File: config.mk
export PLATFORM = sky130hd
export DESIGN_NAME = wave_player
export DESIGN_NICKNAME = d
export VERILOG_FILES = /design/src/rtl/wave_pkg.sv /design/src/rtl/wave_table.sv /design/src/rtl/wave_pointer.sv /design/src/rtl/wave_scale.sv /design/src/rtl/wave_player.sv
export SDC_FILE = /design/constraint.sdc
export NUM_CORES = 2
export LEC_CHECK = 0
export BUFFER_PORTS_ARGS = -buffer_cell sky130_fd_sc_hd__buf_4
export CAP_MARGIN = 20
export CORE_ASPECT_RATIO = 1.5
export CORE_UTILIZATION = 55
export CTS_BUF_LIST = sky130_fd_sc_hd__clkbuf_4
export CTS_CLUSTER_DIAMETER = 150
export DETAILED_ROUTE_END_ITERATION = 16
export GPL_TIMING_DRIVEN = 0
export HOLD_SLACK_MARGIN = 0.02
export PLACE_DENSITY = 0.72
export SYNTH_ARGS = -nofsm -noshare
export SYNTH_HDL_FRONTEND = slang
export SYNTH_SLANG_ARGS = --single-unit
File: constraint.sdc
create_clock -name clk -period 14.3 [get_ports clk]
set_input_delay 2.86 -clock clk [delete_from_list [all_inputs] [get_ports clk]]
set_output_delay 2.86 -clock clk [all_outputs]
set_load 0.1 [all_outputs]
File: src/rtl/wave_pkg.sv
package wave_pkg;
  typedef enum logic [1:0] {
    PB_IDLE = 2'd0,
    PB_PLAY = 2'd1,
    PB_DONE = 2'd2
  } pb_state_e;
endpackage

File: src/rtl/wave_table.sv
module wave_table #(
  parameter int IDX_W = 6,
  parameter int DW    = 14
) (
  input  logic                    clk,
  input  logic                    we,
  input  logic [IDX_W-1:0]        waddr,
  input  logic signed [DW-1:0]    wdata,
  input  logic [IDX_W-1:0]        raddr,
  output logic signed [DW-1:0]    rdata
);
  localparam int DEPTH = 1 << IDX_W;

  logic signed [DW-1:0] mem [DEPTH];

  // write lands at the edge; a read in the same cycle still sees the old word
  always_ff @(posedge clk) begin
    if (we) mem[waddr] <= wdata;
  end

  assign rdata = mem[raddr];
endmodule

File: src/rtl/wave_pointer.sv
module wave_pointer
  import wave_pkg::*;
#(
  parameter int IDX_W  = 6,
  parameter int FRAC_W = 16
) (
  input  logic                      clk,
  input  logic                      rst_n,
  input  logic                      start,
  input  logic                      stop,
  input  logic                      advance,
  input  logic                      wrap_mode,
  input  logic [IDX_W+FRAC_W-1:0]   step,
  output logic [IDX_W-1:0]          idx,
  output pb_state_e                 state
);
  localparam int PW = IDX_W + FRAC_W;

  logic [PW-1:0] ptr;
  logic [PW:0]   sum_w;
  logic          past_end;

  assign sum_w    = {1'b0, ptr} + {1'b0, step};
  assign past_end = sum_w[PW];
  assign idx      = ptr[PW-1 -: IDX_W];

  always_ff @(posedge clk) begin
    if (!rst_n) begin
      state <= PB_IDLE;
      ptr   <= '0;
    end else if (start) begin
      state <= PB_PLAY;
      ptr   <= '0;
    end else if (stop) begin
      state <= PB_IDLE;
    end else if (advance && state == PB_PLAY) begin
      if (!wrap_mode && past_end) begin
        state <= PB_DONE;
      end else begin
        ptr <= sum_w[PW-1:0];
      end
    end
  end
endmodule

File: src/rtl/wave_scale.sv
module wave_scale #(
  parameter int DW    = 14,
  parameter int GW    = 16,
  parameter int GFRAC = 14,
  parameter int OFW   = 16
) (
  input  logic signed [DW-1:0]  sample,
  input  logic signed [GW-1:0]  gain,
  input  logic signed [OFW-1:0] offset,
  output logic signed [DW-1:0]  result
);
  localparam int PRW = DW + GW;
  localparam int SW  = ((PRW > OFW) ? PRW : OFW) + 1;
  localparam logic signed [SW-1:0] MAXV = {{(SW-DW+1){1'b0}}, {(DW-1){1'b1}}};
  localparam logic signed [SW-1:0] MINV = {{(SW-DW+1){1'b1}}, {(DW-1){1'b0}}};

  logic signed [PRW-1:0] prod;
  logic signed [PRW-1:0] shifted;
  logic signed [SW-1:0]  sh_x;
  logic signed [SW-1:0]  off_x;
  logic signed [SW-1:0]  sum;

  always_comb begin
    prod    = sample * gain;
    shifted = prod >>> GFRAC;
    sh_x    = shifted;
    off_x   = offset;
    sum     = sh_x + off_x;
    if (sum > MAXV)      result = MAXV[DW-1:0];
    else if (sum < MINV) result = MINV[DW-1:0];
    else                 result = sum[DW-1:0];
  end
endmodule

File: src/rtl/wave_player.sv
module wave_player
  import wave_pkg::*;
#(
  parameter int IDX_W  = 6,
  parameter int FRAC_W = 16,
  parameter int DW     = 14,
  parameter int GW     = 16,
  parameter int GFRAC  = 14,
  parameter int OFW    = 16
) (
  input  logic                     clk,
  input  logic                     rst_n,
  input  logic                     tbl_we,
  input  logic [IDX_W-1:0]         tbl_waddr,
  input  logic signed [DW-1:0]     tbl_wdata,
  input  logic [IDX_W+FRAC_W-1:0]  step,
  input  logic                     wrap_mode,
  input  logic                     hold_last,
  input  logic signed [GW-1:0]     gain,
  input  logic signed [OFW-1:0]    offset,
  input  logic                     ext_en,
  input  logic                     sw_trig,
  input  logic                     sw_stop,
  input  logic                     ext_trig,
  output logic                     trig_out,
  output logic                     dac_valid,
  input  logic                     dac_ready,
  output logic signed [DW-1:0]     dac_data
);
  logic                 ext_q;
  logic                 ext_rise;
  logic                 start;
  logic                 slot_free;
  logic                 fire;
  logic [IDX_W-1:0]     rd_idx;
  logic signed [DW-1:0] rd_word;
  logic signed [DW-1:0] scaled;
  logic signed [DW-1:0] last_q;
  logic signed [DW-1:0] next_word;
  pb_state_e            pb_state;

  assign ext_rise  = ext_en && ext_trig && !ext_q;
  assign start     = sw_trig || ext_rise;
  assign slot_free = !dac_valid || dac_ready;
  assign fire      = (pb_state != PB_IDLE) && !start && !sw_stop && slot_free;

  wave_table #(.IDX_W(IDX_W), .DW(DW)) u_table (
    .clk   (clk),
    .we    (tbl_we),
    .waddr (tbl_waddr),
    .wdata (tbl_wdata),
    .raddr (rd_idx),
    .rdata (rd_word)
  );

  wave_pointer #(.IDX_W(IDX_W), .FRAC_W(FRAC_W)) u_ptr (
    .clk       (clk),
    .rst_n     (rst_n),
    .start     (start),
    .stop      (sw_stop),
    .advance   (fire),
    .wrap_mode (wrap_mode),
    .step      (step),
    .idx       (rd_idx),
    .state     (pb_state)
  );

  wave_scale #(.DW(DW), .GW(GW), .GFRAC(GFRAC), .OFW(OFW)) u_scale (
    .sample (rd_word),
    .gain   (gain),
    .offset (offset),
    .result (scaled)
  );

  always_comb begin
    if (pb_state == PB_PLAY) next_word = scaled;
    else if (hold_last)      next_word = last_q;
    else                     next_word = '0;
  end

  always_ff @(posedge clk) begin
    if (!rst_n) begin
      ext_q     <= 1'b0;
      trig_out  <= 1'b0;
      dac_valid <= 1'b0;
      dac_data  <= '0;
      last_q    <= '0;
    end else begin
      ext_q    <= ext_trig;
      trig_out <= start;
      if (fire) begin
        dac_valid <= 1'b1;
        dac_data  <= next_word;
        if (pb_state == PB_PLAY) last_q <= scaled;
      end else if (dac_ready) begin
        dac_valid <= 1'b0;
      end
    end
  end
endmodule

* Yosys cells after proc, flatten, opt, wreduce, memory -nomap -nowiden *
Memories as Yosys holds them, arrays and structs flattened. A register that Yosys moved wholly into a read port is not among the register bits.
Cells that the tools add are included.

word-level totals
  register bits after elaboration = 55
  bits in writable memories = 896
  bits of input ports = 84
  logic and storage cells = 56
  memories kept = 1

memories
  name         depth  width  rd ports  clocked after memory_dff  wr ports  line              source
  u_table.mem  64     14     1         1                         1         wave_table.sv:14  logic signed [DW-1:0] mem [DEPTH];

cells by class
  $add $sub $neg = 2
  $mul = 1
  $lt $le $gt $ge = 2
  equality and inequality tests = 1
  multiplexer cells = 14
  bitwise logic cells = 3
  reduce and logical (&&, ||, !) cells = 24

operators by type and width
  kind                                                  number
  two-way mux 14 bit                                    4
  > comparator 31 x 14 -> 1 bit, second input constant  1
  < comparator 31 x 14 -> 1 bit, second input constant  1
  multiplier 14 x 16 -> 30 bit                          1
  adder 22 x 22 -> 23 bit                               1
  adder 16 x 16 -> 17 bit                               1
  two-way mux 6 bit                                     2
  two-way mux 1 bit                                     8
  logical AND 1 bit                                     7
  AND reduction 2 bit                                   3
  nonzero test 3 bit                                    2
  zero test 1 bit                                       5
  nonzero test 2 bit                                    2
  inverter 1 bit                                        3
  AND reduction 3 bit                                   1
  OR reduction 3 bit                                    1
  equality test 2 x 1 -> 1 bit, second input constant   1
  logical OR 1 bit                                      2
  OR reduction 2 bit                                    1

* Longest topological paths before layout *
  depth after elaboration = 11
  mapped depth = 46
  depth with buffers taken out = 40

* Modules after synthesis *
Synthesis repeated with hierarchy kept, for this count alone.

second synthesis, totals
  cells, all modules = 2,984
  area, all modules = 47,428.0 um^2

by module, submodules not included
  module        instances  cells an instance  area an instance (um^2)  seq. area each (um^2)
  wave_table    1          1,557              34,598.2                 26,905.8
  wave_scale    1          994                8,982.4                  0.0
  wave_pointer  1          271                2,302.2                  480.5
  wave_player   1          162                1,545.2                  620.6

* Worst setup path before layout *
Ideal clock, no wire load.

  path type = input to register
  from = input port gain[8]
  to = register dac_data[0]
  data arrival time = 10.702 ns
  data required time = 14.229 ns
  setup slack = 3.528 ns
  stages on the path = 33
  buffers on the path = 2
  path through = clkbuf_1 > nand2_1 > fa_1 > fa_1 > inv_1 > fa_1 > fa_1 > fa_1 > inv_1 > fa_1 > inv_1 > ha_1 > a21o_1 > a21oi_1 > nor2b_1 > a2111oi_0 > o31ai_1 > a211oi_4 > a21boi_2 > a311o_1 > xor2_1 > ha_1 > a21o_1 > a21o_1 > a21oi_1 > a2bb2oi_1 > o311ai_0 > a21oi_1 > xnor2_1 > a31o_2 > clkbuf_1 > o211ai_1 > a21oi_1

between the ends
  word-level cells in the longest chain between the ends = 6
  elaborated cells on any way between the ends = 7
  those cells by class = 1 x add/sub; 1 x mul; 2 x order compare; 3 x mux

RTL lines
  element                         line               source
  start: declaration              wave_player.sv:19  input logic signed [GW-1:0] gain,
  multiplier 14 x 16 -> 30 bit *  wave_scale.sv:24   prod = sample * gain;
  adder 16 x 16 -> 17 bit *       wave_scale.sv:28   sum = sh_x + off_x;
  < comparator 31 x 14 -> 1 bit   wave_scale.sv:30   else if (sum < MINV) result = MINV[DW-1:0];
  two-way mux 14 bit              wave_scale.sv:30
  two-way mux 14 bit *            wave_scale.sv:29   if (sum > MAXV) result = MAXV[DW-1:0];
  two-way mux 14 bit *            wave_player.sv:76  if (pb_state == PB_PLAY) next_word = scaled;
  end signal: assignment          wave_player.sv:93  dac_data <= next_word;
  end: declaration                wave_player.sv:28  output logic signed [DW-1:0] dac_data

Mark *: on every way between the ends. The rest lies on a longest branch, timed or not.
A chain may end at the register's enable or synchronous reset.

==> reports/metrics.csv <==
metric;value;unit
first_global_vias;28283;
drtPass1Iterations;5;
vias;26105;
die-area;85600;sq um
start_util;55.5;%
async_flop_share;0;%
start_kind;flop;
cts-root-buf;clkbuf_4;
cts_tree;yes;
drcViolationCount;0;
ys_types;67;
cp.required;15.30;ns
hpwl;83400;um
insertion_delay;1.10;ns
synth_ff_type;edfxtp_1;
grt_first_pass_wirelength;172000;um
numCtsBuffers;206;
gp_congestion;0.885;
worstHoldPathType;flop to flop;
cts.sinks;957;
grtUsageTotal;28.0;%
hold_end;last_q[1]$_SDFFE_PN0P_;
place_ws;0.396;ns
irDropWorstVdd;673;uV
fp.dieW;239;um
rsz0062_at_grt;no;
io_pins;100;
finalCritPeriodShare;95.8;%
grt_overflow;0;
die_h;358;um
drive_above_1_share;27.1;%
synth_enable_flop_cells;896;
core_area;83600;sq um
r2r_end;dac_data[1]$_SDFFE_PN0P_;
intPower;0.00622;W
antenna_found_initial;4;
nNetsFinal;3527;
static-leakage-power;18.3;nW
htree_levels;4;
ant_nets;0;
skew;0.0528;ns
ys_ff_latch;957;
min_path_cells;2;
synthCells;2743;
synth.avg_cell_area;16.9;sq um
min_from;last_q[1]$_SDFFE_PN0P_;
min_period;13.70;ns
pwr-share-comb;53.0;%
wl_per_cell;26.1;um
ff2ff_path_depth;44;
setup_viol;0;
status;completed;
yosysWarnings;0;
viasPerCell;5.94;
hold_violations;0;
fin_setup_tns;0;ns
max_stage_delay;0.66;ns
routed_wl;114000;um
cp-end-kind;flop;
drt-initial-drc-count;2229;
cp.arrival;14.70;ns
synth_seq_area_share;60.6;%
worst_slack;0.598;ns
path_clk_slew;0.07;ns
worst-setup-path-type;flop to flop;
slew_violations;0;
power_frac_seq;28.4;%
power.share.clock;18.6;%
syn-num-nets;3154;
relSlewSlack;30.4;%
max_freq;73.0;MHz
maxCapViolCount;0;
stdcell_count;4392;
syn_to_final_growth;12.8;%
placementRows;130;
slowest_stage;o21ai_1;
cp_max_fo;10;
dp.cells;4027;
sw_frac_of_total;43.2;%
cpMostUsedCell;fa_1;
cts_max_path_buffers;3;
port_buffers;94;
power.switching;0.00472;W
worst_pin_slew;1.04;ns
powerDensity;209;nW/um^2
grt_max_degree;65;
reg2reg_slack;0.60;ns
netlist_area;46400;sq um
## cell usage in the layout, fill, tap and decap left out, types with 11 or more instances in the layout
cell type	Yosys	routed
a21o_1	27	27
a21oi_1	54	54
a22oi_1	17	17
a31oi_1	13	13
and2_1	102	102
buf_1	12	11
buf_2	23	23
buf_4	4	98
buf_6	14	18
buf_8	0	65
clkbuf_1	67	66
clkbuf_4	0	292
clkinv_1	1	43
dfxtp_1	61	61
edfxtp_1	896	896
fa_1	220	220
ha_1	107	107
inv_1	252	252
mux2i_1	38	38
mux4_2	276	276
nand2_1	143	143
nand3_1	33	33
nor2_1	135	73
nor2_2	0	62
nor2b_1	26	26
nor3_1	14	12
o21a_1	14	14
o21ai_0	28	28
xnor2_1	41	41
xor2_1	11	11
## state kept, by name, indices dropped and copies added (netlist names), named ones only
signal and cells:
u_table.mem 896, u_ptr.ptr 22, dac_data 14, last_q 14, u_ptr.state 2, dac_valid 1
ext_q 1, trig_out 1
## worst max-delay path, delay by kind of cell, from the launching register on
kind                     cells  cell delay, ns
adder cells (fa/ha/maj)      8            3.65
buffers and inverters       12            3.38
AND/OR/NAND/NOR              3            0.20
multiplexers                 2            1.07
XOR/XNOR                     2            0.34
AO/OA/AOI/OAI               17            4.63
flip-flops                   1            0.33
## final cells by class
type / count / area [sq um]
Sequential cell: 957 / 28100
Inverter: 253 / 950
Clock inverter: 65 / 385
Buffer: 122 / 647
Timing Repair Buffer: 165 / 1780
Multi-Input combinational cell: 1411 / 16900
Antenna cell: 5 / 12.5
Clock buffer: 292 / 2190
Tap cell: 1122 / 1400
Fill cell: 6076 / 31200
## power groups by stage
stage          combinational, W  sequential [W]  clock (W)
2_1_floorplan           0.00396         0.00329          0
3_3_place_gp            0.00557         0.00317          0
3_5_place_dp            0.00572         0.00317          0
4_1_cts                 0.00575         0.00311    0.00208
5_1_grt                 0.00631         0.00311    0.00220
6_report                0.00580         0.00311    0.00203
## Yosys cell counts, types with 4 or more instances
library cell	number	share of area, %
dfxtp_1	61	2.6
o211ai_1	6	0.097
clkbuf_1	67	0.54
fa_1	220	9.5
o21bai_1	8	0.13
nand3_1	33	0.36
buf_2	23	0.25
o21a_1	14	0.23
mux4_2	276	13
nand2_1	143	1.2
nor2_1	135	1.1
buf_6	14	0.34
xnor2_1	41	0.77
nand3b_1	8	0.13
mux2i_1	38	0.82
nand2b_1	8	0.11
a211oi_1	8	0.13
nand4_1	8	0.11
o21ai_0	28	0.30
a221oi_1	4	0.075
nor3_1	14	0.15
or2_2	8	0.11
xor2_1	11	0.21
inv_1	252	2.0
or3b_2	4	0.075
o22ai_1	7	0.094
buf_1	12	0.097
nor2b_1	26	0.35
a31oi_1	13	0.18
and2_1	102	1.4
buf_4	4	0.065
edfxtp_1	896	58
a22oi_1	17	0.27
ha_1	107	2.9
or3_1	5	0.067
a21oi_1	54	0.58
a21o_1	27	0.44
## worst max path at each step
| stage | startpoint | depth (start not counted) | end |
|---|---|---|---|
| finish | flop | 44 | dac_data[1]$_SDFFE_PN0P_ |
| global route | flop | 44 | dac_data[0]$_SDFFE_PN0P_ |
| CTS | flop | 44 | dac_data[1]$_SDFFE_PN0P_ |
| detailed placement | flop | 44 | dac_data[1]$_SDFFE_PN0P_ |
| global placement | flop | 44 | last_q[1]$_SDFFE_PN0P_ |
| floorplan | gain[8] | 33 | dac_data[0]$_SDFFE_PN0P_ |
## kinds of logic after synthesis
logic type	share of synthesized area, %
buffers and inverters	3.42
DFF	60.6
and+or+nand+nor	5.21
xor gates and xnor gates	0.981
adders and majority gates	12.4
AOI/OAI and AO/OA	3.04
muxes	14.4
## metrics by stage
step           total power [W]  hold WS [ns]  cell area (sq um)  utilization, %
6_report                0.0109         0.459              52400            62.6
4_1_cts                 0.0109         0.459              52300            62.6
3_5_place_dp           0.00890         0.450              49700            59.5
3_3_place_gp           0.00874         0.445              48500            58.0
5_1_grt                 0.0116         0.499              52400            62.6
2_1_floorplan          0.00725         0.436              46400               -
## repair_timing
| action | 4_1_cts | 5_1_grt |
|---|---|---|
| gates resized for setup | 0 | 4 |
| setup buffers | 0 | 0 |
| hold buffers | 0 | 0 |
| setup endpoints to repair | 0 | 25 |
## per-layer routing
metal | global-route usage, % | vias up | wire, um
met2 | 51.1 | 1162 | 62200
li1 | - | 11155 | -
met4 | 15.2 | 2 | 6190
met3 | 4.81 | 306 | 7270
met1 | 31.0 | 13480 | 38800
met5 | 0 | - | 12
(Power assumes the default switching activity.)
